===== src/rtl/rsb_pkg.sv =====
package rsb_pkg;
  typedef enum logic [1:0] {
    SLIP_NONE   = 2'd0,
    SLIP_REPEAT = 2'd1,
    SLIP_DELETE = 2'd2
  } slip_e;
endpackage


===== src/rtl/rsb_wr_ctrl.sv =====
module rsb_wr_ctrl #(
  parameter int CH_W = 5
) (
  input  logic            clk,
  input  logic            rst_n,
  input  logic            wr_en,
  input  logic [CH_W-1:0] wr_chan,
  output logic [CH_W:0]   wr_addr,
  output logic [CH_W:0]   wr_pos
);
  logic [CH_W:0] wpos_q, wpos_d;

  // frame bit from position, channel from line side
  assign wr_addr = {wpos_q[CH_W], wr_chan};
  assign wr_pos  = wpos_q;

  always_comb begin
    wpos_d = wpos_q;
    if (wr_en) wpos_d = wr_addr + 1'b1;
  end

  always_ff @(posedge clk or negedge rst_n) begin
    if (!rst_n)     wpos_q <= '0;
    else if (wr_en) wpos_q <= wpos_d;
  end

  p_wpos_idle_r2: assert property (@(posedge clk) disable iff (!rst_n)
    !wr_en |=> $stable(wpos_q));
endmodule


===== src/rtl/rsb_rd_ctrl.sv =====
module rsb_rd_ctrl
  import rsb_pkg::*;
#(
  parameter int CH_W = 5,
  parameter int HYST = 26
) (
  input  logic          clk,
  input  logic          rst_n,
  input  logic          rd_en,
  input  logic          rd_sof,
  input  logic [CH_W:0] wr_pos,
  output logic [CH_W:0] rd_addr,
  output slip_e         slip_kind
);
  localparam int AW    = CH_W + 1;
  localparam int NCH   = 1 << CH_W;
  localparam int GUARD = NCH - HYST;
  localparam logic [AW-1:0] LO_LIM = AW'(GUARD);
  localparam logic [AW-1:0] HI_LIM = AW'(2 * NCH - GUARD);

  logic [AW-1:0] rpos_q, rpos_d;
  logic          rfrm_q, rfrm_d;
  logic          f_nom, f_sel;
  logic [AW-1:0] lead;

  always_comb begin
    f_nom     = ~rfrm_q;
    lead      = wr_pos - {f_nom, {CH_W{1'b0}}};
    slip_kind = SLIP_NONE;
    if (rd_en && rd_sof) begin
      if (lead < LO_LIM)      slip_kind = SLIP_REPEAT;
      else if (lead > HI_LIM) slip_kind = SLIP_DELETE;
    end
    f_sel   = (slip_kind != SLIP_NONE) ? rfrm_q : f_nom;
    rd_addr = rd_sof ? {f_sel, {CH_W{1'b0}}} : rpos_q;
    rpos_d  = rd_addr + 1'b1;
    rfrm_d  = rd_sof ? f_sel : rfrm_q;
  end

  always_ff @(posedge clk or negedge rst_n) begin
    if (!rst_n) begin
      rpos_q <= '0;
      rfrm_q <= 1'b1;
    end else if (rd_en) begin
      rpos_q <= rpos_d;
      rfrm_q <= rfrm_d;
    end
  end

  p_rpos_idle_r3: assert property (@(posedge clk) disable iff (!rst_n)
    !rd_en |=> $stable(rpos_q) && $stable(rfrm_q));
  p_slip_only_at_sof_r8: assert property (@(posedge clk) disable iff (!rst_n)
    (slip_kind != SLIP_NONE) |-> (rd_en && rd_sof));
  p_slip_keeps_frame_r6: assert property (@(posedge clk) disable iff (!rst_n)
    (slip_kind != SLIP_NONE) |=> rfrm_q == $past(rfrm_q));
endmodule


===== src/rtl/rsb_store.sv =====
module rsb_store #(
  parameter int AW = 6,
  parameter int DW = 8
) (
  input  logic          clk,
  input  logic          rst_n,
  input  logic          we,
  input  logic [AW-1:0] waddr,
  input  logic [DW-1:0] wdata,
  input  logic          re,
  input  logic [AW-1:0] raddr,
  output logic [DW-1:0] rdata
);
  localparam int DEPTH = 1 << AW;

  logic [DW-1:0] mem [DEPTH];
  logic [DW-1:0] rdata_q;

  always_ff @(posedge clk) begin
    if (we) mem[waddr] <= wdata;
  end

  always_ff @(posedge clk or negedge rst_n) begin
    if (!rst_n)  rdata_q <= '0;
    else if (re) rdata_q <= mem[raddr];
  end

  assign rdata = rdata_q;

  p_rdata_hold_r3: assert property (@(posedge clk) disable iff (!rst_n)
    !re |=> $stable(rdata_q));
endmodule


===== src/rtl/rsb_slip_rpt.sv =====
module rsb_slip_rpt
  import rsb_pkg::*;
(
  input  logic  clk,
  input  logic  rst_n,
  input  slip_e slip_kind,
  input  logic  irq_mask,
  output logic  slip_pulse,
  output logic  slip_dir,
  output logic  slip_irq
);
  logic pulse_q, pulse_d, dir_q, dir_d, irq_q, irq_d;

  always_comb begin
    pulse_d = (slip_kind != SLIP_NONE);
    irq_d   = pulse_d && !irq_mask;
    dir_d   = dir_q;
    if (pulse_d) dir_d = (slip_kind == SLIP_REPEAT);
  end

  always_ff @(posedge clk or negedge rst_n) begin
    if (!rst_n) begin
      pulse_q <= 1'b0;
      irq_q   <= 1'b0;
      dir_q   <= 1'b0;
    end else begin
      pulse_q <= pulse_d;
      irq_q   <= irq_d;
      dir_q   <= dir_d;
    end
  end

  assign slip_pulse = pulse_q;
  assign slip_dir   = dir_q;
  assign slip_irq   = irq_q;

  p_irq_with_pulse_r9: assert property (@(posedge clk) disable iff (!rst_n)
    slip_irq |-> slip_pulse && $past(!irq_mask));
  p_dir_hold_r10: assert property (@(posedge clk) disable iff (!rst_n)
    !slip_pulse |-> $stable(slip_dir));
endmodule


===== src/rtl/rx_slip_buffer.sv =====
module rx_slip_buffer
  import rsb_pkg::*;
#(
  parameter int CH_W   = 5,
  parameter int BYTE_W = 8,
  parameter int HYST   = 26
) (
  input  logic              clk,
  input  logic              rst_n,
  input  logic              wr_en,
  input  logic [CH_W-1:0]   wr_chan,
  input  logic [BYTE_W-1:0] wr_data,
  input  logic              rd_en,
  input  logic              rd_sof,
  input  logic              irq_mask,
  output logic [BYTE_W-1:0] rd_data,
  output logic              slip_pulse,
  output logic              slip_dir,
  output logic              slip_irq
);
  localparam int AW = CH_W + 1;

  logic          rst_meta, rst_sync;
  logic [AW-1:0] wr_addr, wr_pos, rd_addr;
  slip_e         slip_kind;

  // asynchronous assertion, synchronous release
  always_ff @(posedge clk or negedge rst_n) begin
    if (!rst_n) begin
      rst_meta <= 1'b0;
      rst_sync <= 1'b0;
    end else begin
      rst_meta <= 1'b1;
      rst_sync <= rst_meta;
    end
  end

  rsb_wr_ctrl #(.CH_W(CH_W)) u_wr (
    .clk(clk), .rst_n(rst_sync), .wr_en(wr_en), .wr_chan(wr_chan),
    .wr_addr(wr_addr), .wr_pos(wr_pos));

  rsb_rd_ctrl #(.CH_W(CH_W), .HYST(HYST)) u_rd (
    .clk(clk), .rst_n(rst_sync), .rd_en(rd_en), .rd_sof(rd_sof),
    .wr_pos(wr_pos), .rd_addr(rd_addr), .slip_kind(slip_kind));

  rsb_store #(.AW(AW), .DW(BYTE_W)) u_mem (
    .clk(clk), .rst_n(rst_sync), .we(wr_en), .waddr(wr_addr), .wdata(wr_data),
    .re(rd_en), .raddr(rd_addr), .rdata(rd_data));

  rsb_slip_rpt u_rpt (
    .clk(clk), .rst_n(rst_sync), .slip_kind(slip_kind), .irq_mask(irq_mask),
    .slip_pulse(slip_pulse), .slip_dir(slip_dir), .slip_irq(slip_irq));

  p_pulse_after_sof_r8: assert property (@(posedge clk) disable iff (!rst_sync)
    slip_pulse |-> $past(rd_en && rd_sof));
endmodule


===== config.mk =====
export PLATFORM = sky130hd
export DESIGN_NAME = rx_slip_buffer
export DESIGN_NICKNAME = d
export VERILOG_FILES = /design/src/rtl/rsb_pkg.sv /design/src/rtl/rsb_wr_ctrl.sv /design/src/rtl/rsb_rd_ctrl.sv /design/src/rtl/rsb_store.sv /design/src/rtl/rsb_slip_rpt.sv /design/src/rtl/rx_slip_buffer.sv
export SDC_FILE = /design/constraint.sdc
export NUM_CORES = 1
export LEC_CHECK = 0
export BUFFER_PORTS_ARGS = -buffer_cell sky130_fd_sc_hd__buf_2
export CAP_MARGIN = 15
export CORE_ASPECT_RATIO = 0.7
export CORE_MARGIN = 3
export CORE_UTILIZATION = 57
export CTS_CLUSTER_DIAMETER = 50
export DETAILED_ROUTE_END_ITERATION = 8
export GPL_TIMING_DRIVEN = 1
export PLACE_DENSITY = 0.86
export SLEW_MARGIN = 0
export SYNTH_ARGS = -nofsm -noshare
export SYNTH_HDL_FRONTEND = slang
export SYNTH_SLANG_ARGS = --single-unit

===== constraint.sdc =====
create_clock -name clk -period 0.8 [get_ports clk]
set_input_delay 0 -clock clk [delete_from_list [all_inputs] [get_ports clk]]
set_output_delay 0 -clock clk [all_outputs]
set_load 0.02 [all_outputs]

==> results.md <==
* Placed cell count at 2001
* Clk_lat worst skew at 0.60 ns
* Comb power frac at 19.9%
* Clock transition at the registers of the reported paths at 0.07 ns
* Worst setup margin at -1.73 ns
* # setup viols final at 545
* HPWL Detailed at 39500 microns
* Initial antenna violation count at 2
* FILL cells at 1800
* Site Rows at 59
* Placeable core region at 37500 sq um
* GPL Wtd Cong at 1.02
* Register Area at 16000 sq um
* VDD IR max at 0.00254 V
* Largest net degree at the start of global routing at 65
* Fraction of layout cells with a size suffix above 1 at 40.4%
* Slowest-stage cell, CP: dfrtp_4
* Initial DRC count at 3151
* Starting Density at 58.3%
* Global-route usage over all layers at 34.6%
* Net switching power at 19500 uW
* Mapped Nets at 1359
* H-tree levels at 2
* Async S/R FF share, synth at 4.83%
* DRT Pass-1 Iters at 9
* Crit-path cells: buf_6 > buf_12 > buf_12 > buf_4 > mux2i_1 > a21oi_1 > o221ai_1 > o211ai_1 > o221a_1
* Die Width at 240 microns
* Register share of total power at 45.4%
* Commonest non-fill, non-tap cell in the layout: edfxtp_1
* Post-Syn Area per Cell at 16.3 sq um
* Drt via density at 7.35
* First-pass GRT wire length at 102000 microns
* Vias in the first global route at 15100
* Slew Viols, Final at 0
* N_diodes at 0
* Pint at 51000 uW
* Crit share post-route at 316%
* Clock Skews at 0.0380 ns
* Crit path arrival time at 2.99 ns
* Outcome: finished, violations left
* PwrDens at 2480 nW/um^2
* Post-synthesis register bit count at 538
* CTS sink cnt at 538
* Post-route DRC violation count at 6
* Total gr overflow at 0
* Hold Fails Final Rpt at 0
* Clock Path Buffers at 3
* CP bufs+invs at 4
* Clock power frac at 34.7%
* Commonest cells after routing, fill and taps aside: 512 x edfxtp_1, 179 x buf_4, 73 x mux2i_1
* Peak fanout along the critical path at 9
* Primary FF master, synth: edfxtp_1
* CTS root buf: clkbuf_16
* Yosys synthesis warning count at 0
* Slew @ Worst Pin at 0.686 ns
* Via Count at 15900
* Setup CP Type: flop to flop
* Max_slew headroom at 54.3%
* Post-Place Worst Slack at -1.65 ns
* P&R area growth vs syn at 30.2%
* Max Freq at 396 MHz
* EDFF count, synth at 512
* Type of the most critical hold path: input pin to flop
* Multi-input gate area at 6550 sq um
* Leak at 0.00984 uW
* Cell family with most CP delay: compound AO/OA/AOI/OAI gates
* Total CTS buffers at 47
* Post-synthesis cell type count at 72
* Failing checks: DRC, setup timing
* Routed Antenna Nets at 0
* Sw Share at 27.6%
* Fin cells at 2162
* Total die area at 40800 sq um
* Port Buffers at 29
* Startpoint types: flop
* Fin crit period at 2.53 ns
* RSZ-0062 raised after global routing: true
* Worst setup EP type: flop
* CTS tree: done
* Crit path largest cell delay at 0.53 ns
* Max-Cap Viols at 0
* Sequential element share of the synthesized area at 73.3%
* Net count reported at finish at 1658
* Most used cell, CP: buf_12
* Drt wl/cell at 34.4 microns
* Die H at 170 microns
* I/O pins at 30
* Synth Instances at 1338
* Critical Path RT at 1.27 ns
* Routed wire length at 74500 microns
* Cell Area, Synth at 21800 sq um
## final timing paths
| kind | from | end | slack [ns] | cells after the start |
|---|---|---|---|---|
| setup / recovery | u_rd.rpos_q[0] | u_mem.rdata[4] | -1.73 | 9 |
| hold / removal | rd_en | u_rd.rfrm_q | 0.06 | 5 |
| setup reg to reg | u_rd.rpos_q[0] | u_mem.rdata[4] | -1.73 | 9 |
| hold reg to reg | rst_sync | u_rd.rpos_q[4] | 0.22 | 1 |
| max in group asynchronous | rst_sync | u_rd.rfrm_q | 0.33 | 1 |
| min in group asynchronous | rst_sync | u_rd.rpos_q[4] | 0.22 | 1 |
## flip-flops by register name, summed over array words and instances, names as in the netlist
| name | cells |
|---|---|
| u_mem.mem | 512 |
| u_mem.rdata | 8 |
| u_rd.rpos_q | 6 |
| u_wr.wr_pos | 6 |
| rst_meta | 1 |
| rst_sync | 1 |
| u_rd.rfrm_q | 1 |
| u_rpt.slip_dir | 1 |
| u_rpt.slip_irq | 1 |
| u_rpt.slip_pulse | 1 |
## kinds of logic after synthesis
family / synth area share [%]
multiplexers: 8.18
flip-flops: 73.3
buffers and inverters: 2.70
XOR/XNOR: 0.281
AO/OA/AOI/OAI: 9.52
adder cells (fa/ha/maj): 0.115
other: 0.0172
AND/OR/NAND/NOR: 5.84
## timing repair
| action | in CTS | in global routing |
|---|---|---|
| hold endpoints to repair | 520 | 0 |
| buffers inserted | 42 | 24 |
| gates cloned | 4 | 0 |
| setup endpoints to repair | 543 | 546 |
| hold buffers | 12 | 0 |
| pin swaps | 81 | 56 |
| gates resized for setup | 177 | 59 |
## cells in the mapped netlist (6+ instances only)
| cell | instances | share of area [%] |
|---|---|---|
| nor3_1 | 8 | 0.18 |
| and2_1 | 12 | 0.34 |
| inv_1 | 7 | 0.12 |
| a211oi_1 | 9 | 0.31 |
| a21oi_1 | 73 | 1.7 |
| o21ai_0 | 52 | 1.2 |
| o221ai_1 | 21 | 0.84 |
| nand3b_1 | 14 | 0.48 |
| nor3b_1 | 17 | 0.58 |
| a221oi_1 | 19 | 0.76 |
| a22oi_1 | 12 | 0.41 |
| mux2_2 | 41 | 2.1 |
| o22ai_1 | 6 | 0.17 |
| mux4_2 | 21 | 2.2 |
| edfxtp_1 | 512 | 70 |
| o211ai_1 | 19 | 0.65 |
| xor2_1 | 6 | 0.24 |
| buf_4 | 13 | 0.45 |
| a222oi_1 | 13 | 0.60 |
| clkbuf_1 | 32 | 0.55 |
| buf_2 | 29 | 0.66 |
| nand2_1 | 39 | 0.67 |
| nand2b_1 | 7 | 0.20 |
| nand3_1 | 20 | 0.46 |
| dfrtp_1 | 25 | 2.9 |
| a22o_1 | 15 | 0.60 |
| buf_6 | 14 | 0.72 |
| a31oi_1 | 30 | 0.86 |
| nor2b_1 | 14 | 0.40 |
| mux2i_1 | 81 | 3.7 |
| nor2_1 | 89 | 1.5 |
## worst reg2reg max path, cell delays in order, from the launching register on
cell and delay [ns]:
dfrtp_4 0.53, buf_6 0.16, buf_12 0.17, buf_12 0.16, buf_4 0.14, mux2i_1 0.25
a21oi_1 0.14, o221ai_1 0.28, o211ai_1 0.27, o221a_1 0.30
## metrics by stage
step	total power (uW)	hold slack (ns)	TNS, ns	utilization (%)	cell area, sq um
after detailed placement	43100	-0.209	-450.99	66.6	25000
after floorplan	38200	-0.296	-406.85	-	22600
after global placement	42700	-0.215	-445.71	66.6	25000
after global routing	71600	0.0448	-506.36	75.9	28400
final	70400	0.0590	-492.09	75.9	28400
after CTS	68100	0.00683	-477.22	74.6	28000
## cell type report
type / count / share of cell area (%)
Sequential cell: 538 / 56.4
Multi-Input combinational cell: 702 / 23.0
Tap cell: 488 / 2.15
Timing Repair Buffer: 341 / 12.7
Clock inverter: 26 / 1.19
Clock buffer: 60 / 4.41
Inverter: 7 / 0.106
## power groups by stage
stage                     registers (uW)  logic [uW]  clock network [uW]
after floorplan                    32600        5590                   0
after global placement             32400       10300                   0
after detailed placement           32500       10600                   0
after CTS                          31900       12300               23900
after global routing               32000       14100               25500
final                              32000       14000               24400
## per-layer routing
metal,vias up,routed length (microns),GRT usage [%]
met1,7657,24600,45.6
met4,6,4660,14.3
met3,457,12600,15.0
met5,-,61,0
met2,1816,32600,51.0
li1,5954,-,-
No activity file was read; power rests on OpenSTA's default activity.
